==> config.mk <==
export PLATFORM = sky130hd
export DESIGN_NAME = sqwave_stream
export DESIGN_NICKNAME = d
export VERILOG_FILES = /design/src/rtl/sqwave_stream.sv
export SDC_FILE = /design/constraint.sdc
export NUM_CORES = 1
export LEC_CHECK = 0
export BUFFER_PORTS_ARGS = -buffer_cell sky130_fd_sc_hd__buf_2
export CORE_MARGIN = 3
export CORE_UTILIZATION = 40
export CTS_CLUSTER_SIZE = 8
export DETAILED_ROUTE_END_ITERATION = 10
export SLEW_MARGIN = 20
export SYNTH_ARGS = -nofsm -noshare
export SYNTH_HDL_FRONTEND = slang
export SYNTH_SLANG_ARGS = --single-unit
==> constraint.sdc <==
create_clock -name clk -period 3.7 [get_ports clk]
set_input_delay 0.74 -clock clk [delete_from_list [all_inputs] [get_ports clk]]
set_output_delay 0.74 -clock clk [all_outputs]
set_load 0.01 [all_outputs]
==> src/rtl/sqwave_stream.sv <==
module sqwave_stream #(
  parameter int WORD_W   = 32,
  parameter int FIELD_W  = 8,
  parameter int DEPTH    = 8,
  parameter int OVERHEAD = 5
) (
  input  logic              clk,
  input  logic              rst_n,
  input  logic              en,
  input  logic              in_valid,
  output logic              in_ready,
  input  logic [WORD_W-1:0] in_word,
  output logic              wave_out
);
  localparam int NFIELD = WORD_W / FIELD_W;
  localparam int IW     = (NFIELD > 1) ? $clog2(NFIELD) : 1;
  localparam int CW     = $clog2((1 << FIELD_W) + OVERHEAD);
  localparam int AW     = (DEPTH > 1) ? $clog2(DEPTH) : 1;
  localparam int NW     = $clog2(DEPTH + 1);

  logic [WORD_W-1:0] mem [DEPTH];
  logic [AW-1:0]     wptr, rptr;
  logic [NW-1:0]     count;
  logic [WORD_W-1:0] sh;
  logic [IW-1:0]     idx;
  logic [CW-1:0]     cnt;
  logic              busy;

  wire nonempty = (count != '0);
  wire push     = in_valid && in_ready;
  wire last_fld = (idx == IW'(NFIELD - 1));
  wire end_low  = busy && (cnt == '0) && !wave_out;
  wire pop      = en && nonempty && (!busy || (end_low && last_fld));

  wire [WORD_W-1:0]  head     = mem[rptr];
  wire [FIELD_W-1:0] head_fld = head[WORD_W-1 -: FIELD_W];
  wire [FIELD_W-1:0] cur_fld  = sh[WORD_W-1 -: FIELD_W];
  wire [FIELD_W-1:0] nxt_fld  = sh[WORD_W-FIELD_W-1 -: FIELD_W];

  assign in_ready = (count < NW'(DEPTH));

  function automatic logic [CW-1:0] span(input logic [FIELD_W-1:0] v);
    return CW'(v) + CW'(OVERHEAD - 1);
  endfunction

  always_ff @(posedge clk or negedge rst_n) begin
    if (!rst_n) begin
      wptr  <= '0;
      rptr  <= '0;
      count <= '0;
    end else begin
      if (push) begin
        mem[wptr] <= in_word;
        wptr <= (wptr == AW'(DEPTH - 1)) ? '0 : wptr + 1'b1;
      end
      if (pop) rptr <= (rptr == AW'(DEPTH - 1)) ? '0 : rptr + 1'b1;
      count <= count + NW'(push) - NW'(pop);
    end
  end

  always_ff @(posedge clk or negedge rst_n) begin
    if (!rst_n) begin
      busy     <= 1'b0;
      wave_out <= 1'b0;
      idx      <= '0;
      cnt      <= '0;
      sh       <= '0;
    end else if (!en) begin
      busy     <= 1'b0;
      wave_out <= 1'b0;
      idx      <= '0;
      cnt      <= '0;
    end else if (!busy || end_low && last_fld) begin
      if (nonempty) begin
        busy     <= 1'b1;
        sh       <= head;
        idx      <= '0;
        wave_out <= 1'b1;
        cnt      <= span(head_fld);
      end else begin
        busy <= 1'b0;
      end
    end else if (cnt != '0) begin
      cnt <= cnt - 1'b1;
    end else if (wave_out) begin
      wave_out <= 1'b0;
      cnt      <= span(cur_fld);
    end else begin
      idx      <= idx + 1'b1;
      sh       <= sh << FIELD_W;
      wave_out <= 1'b1;
      cnt      <= span(nxt_fld);
    end
  end

  assert_no_overflow_R2: assert property (@(posedge clk) disable iff (!rst_n)
    count <= NW'(DEPTH));

  assert_full_drops_R2: assert property (@(posedge clk) disable iff (!rst_n)
    (count == NW'(DEPTH)) |=> (count <= $past(count)));

  assert_phase_hold_R4: assert property (@(posedge clk) disable iff (!rst_n)
    (en && busy && cnt != '0) |=> $stable(wave_out));

  assert_off_low_R7: assert property (@(posedge clk) disable iff (!rst_n)
    !en |=> !wave_out);

  assert_idle_low_R6: assert property (@(posedge clk) disable iff (!rst_n)
    !busy |-> !wave_out);

  assert_off_keeps_fifo_R8: assert property (@(posedge clk) disable iff (!rst_n)
    (!en && !in_valid) |=> $stable(count));
endmodule

==> results.txt <==
Setup_tns -> 0 ns
Most used DFF post-synth -> edfxtp_1
Post-DP HPWL -> 15,400 um
Hold Vio Cnt, Final -> 0
Status -> complete, no violations
Synth top cells by count -> edfxtp_1, nand2_1, mux4_2
Postcts setup bufs -> 0
Yosys top cell area share -> 59.8%
Global-route wire length before repair -> 41,000 um
Area Growth Syn to Fin -> 15.9%
Starting Density -> 40.6%
Number of buffers created by CTS -> 44
Post-cts sizing count -> 0
FF-to-FF setup slack -> 0.85 ns
Required @ worst endpoint -> 4.11 ns
Chip width -> 185 um
Tmin final -> 2.85 ns
CP Max Fanout -> 6
Critical path class -> register to register
Core Util, Final -> 47.1%
Clk root buf -> clkbuf_16
H-tree levels -> 2
Aggregate routed wire length -> 25,800 um
Non-filler cells, final -> 1,254
Post-route setup slack -> 0.848 ns
Max Clk Rate -> 0.351 GHz
Syn Nets -> 800
Std-Cell Rows -> 65
Final #Nets -> 866
Endpoint class of the critical path -> register
Initial antenna violation count -> 4
Sink Count -> 311
Peak VDD IR -> 0.000465 V
Hold slack -> 0.0492 ns
Yosys top cell by area -> edfxtp_1
Largest net degree at the start of global routing -> 58
Dpl ws -> 0.877 ns
R2R cell count -> 12
Period utilisation layout -> 77.1%
Warnings, synthesis -> 0
Clock Skews -> 0.00864 ns
Max_slew headroom -> 54.8%
Worst-path clk slew -> 0.05 ns
GRT Total Usage -> 15.6%
Largest family of logic cells by synthesized area -> multiplexers
Adder-Cell Fraction of Synth Area -> 1.52%
Multiplexer share of the synthesized area -> 14.8%
Vias in the first global route -> 6,892
Max-cap violations -> 0
DRC viols -> 0
Design Area, Final -> 14,900 um2
Yosys reg bits -> 311
Gpl congestion -> 0.851
Setup-failing EPs final -> 0
Lkg Pwr -> 5.19 nW
Die Y -> 185 um
Slew Limit Fails -> 0
CP max stage cell -> dfrtp_1
Routed length per instance -> 20.6 um
DRT antenna net count -> 0
PwrDens -> 756 nW/um2
Synth Area in Simple Gates -> 5.17%
Core Area -> 31,600 um2
I/O pin count -> 38
Tot Pwr -> 11.3 mW
Syn_area_per_cell -> 17.2 um2
Crit-path cells -> inv_1 > ha_1 > nor2b_1 > a41o_2 > nand3_1 > inv_1 > ha_1 > inv_1 > ha_1 > inv_1 > fa_1 > xnor2_1
Worst Hold Class -> input port to asynchronous set/reset pin
Ys async rst share -> 17.7%
Synth Area in XOR/XNOR -> 0.817%
# port buffers -> 37
Post-synth EDFFs -> 256
Mapped Area -> 12,900 um2
Crit start category -> register
Most frequent CP cell -> inv_1
Pre-antenna DRT Iters -> 5
Most common cell in the synthesized netlist -> edfxtp_1
CTS max path bufs -> 3
Seq/Total Area, Yosys -> 70.5%
Initial DRC count -> 531
Area after DPL -> 13,600 um2
Compound-Gate Fraction of Synth Area -> 5.06%
Die area -> 34,300 um2
Filler cell count -> 2,688
GRT Residual Overflow -> 0
Distinct cells, synth -> 56
Reg2reg end -> count[2]
CTS Hold Bufs -> 0
Clock latency on the worst-skew pair -> 0.52 ns
Layout cell share with drive strength beyond 1 -> 22.9%
Synth Instances -> 749
CTS tree -> done
Placed cells -> 1,171
Critical Path AT -> 3.26 ns
Worst Tran Pin Value -> 0.676 ns
Vias per inst -> 5.28
RSZ-0062 raised after global routing -> no
Max stage delay on crit path -> 0.42 ns
Vias post-DR -> 6,618
Top cells by area, synth -> edfxtp_1, dfrtp_1, mux4_2
R2r startpoint -> cnt[0]
## how the worst max path moves through the flow
stage / startpoint / end / slack, ns
after detailed placement: cnt[0] / count[2] / 0.88
final: cnt[0] / count[2] / 0.85
after CTS: cnt[0] / count[3] / 0.85
after floorplan: rst_n / mem[1][0] / 0.12
after global placement: cnt[0] / count[1] / 0.96
after global routing: cnt[0] / count[2] / 0.58
## cells by family after synthesis
family                     after synthesis
DFF                                    311
AOI/OAI and AO/OA                      106
xor gates and xnor gates                12
buffers and inverters                   53
muxes                                  107
adders and majority gates               15
and+or+nand+nor                        145
## cell usage in the layout (no fill, tap or decap), types with 4 or more instances in the layout
| cell | instances |
|---|---|
| o211ai_1 | 4 |
| xnor2_1 | 5 |
| clkbuf_16 | 46 |
| dfrtp_1 | 52 |
| buf_4 | 19 |
| and3_1 | 4 |
| nand2_1 | 88 |
| nor2_4 | 6 |
| nand2b_1 | 6 |
| nor2_1 | 10 |
| a21oi_1 | 6 |
| nor3_1 | 6 |
| xor2_1 | 7 |
| mux2i_1 | 36 |
| o31ai_1 | 8 |
| nand3_1 | 6 |
| edfxtp_1 | 256 |
| clkbuf_1 | 35 |
| inv_1 | 13 |
| mux2_2 | 4 |
| a21o_1 | 4 |
| mux4_2 | 61 |
| ha_1 | 14 |
| o21ai_1 | 6 |
| buf_2 | 37 |
| o21ai_0 | 53 |
| a211oi_1 | 5 |
| o21a_1 | 4 |
## report_power, final
group	leakage, nW	total [mW]	switching, mW	internal, mW
Combinational	1.58	2.97	1.58	1.38
Sequential	2.99	4.61	0.391	4.22
Clock	0.615	3.69	1.38	2.31
Total	5.19	11.3	3.35	7.91
## final cells by class
cell class	instances	area, um2	share of cell area (%)
Inverter	14	52.6	0.353
Tap cell	402	503	3.37
Timing Repair Buffer	59	388	2.60
Sequential cell	311	9070	60.8
Antenna cell	1	2.50	0.0168
Clock inverter	1	16.3	0.109
Multi-Input combinational cell	385	3590	24.1
Clock buffer	81	1280	8.60
## flip-flops by register name, indices dropped and copies added (netlist names)
signal,flops
mem,256
cnt,9
wave_out,1
sh,32
idx,2
count,4
wptr,3
rptr,3
busy,1
## per-layer routing
| layer | track usage, % | part of all wire (%) | up-vias |
|---|---|---|---|
| li1 | - | - | 3079 |
| met1 | 21.8 | 45 | 3355 |
| met2 | 24.9 | 48 | 135 |
| met3 | 3.46 | 4.6 | 43 |
| met4 | 4.74 | 2.6 | 6 |
| met5 | 0 | 0.13 | - |
## worst max-delay path: cells and delay by family, from the launching register on
kind                       cells  cell delay (ns)
AOI/OAI and AO/OA              1             0.27
buffers and inverters          4             0.39
and+or+nand+nor                2             0.55
xor gates and xnor gates       1             0.14
adders and majority gates      4             0.96
DFF                            1             0.42
Power figures use the tool's default switching activity.
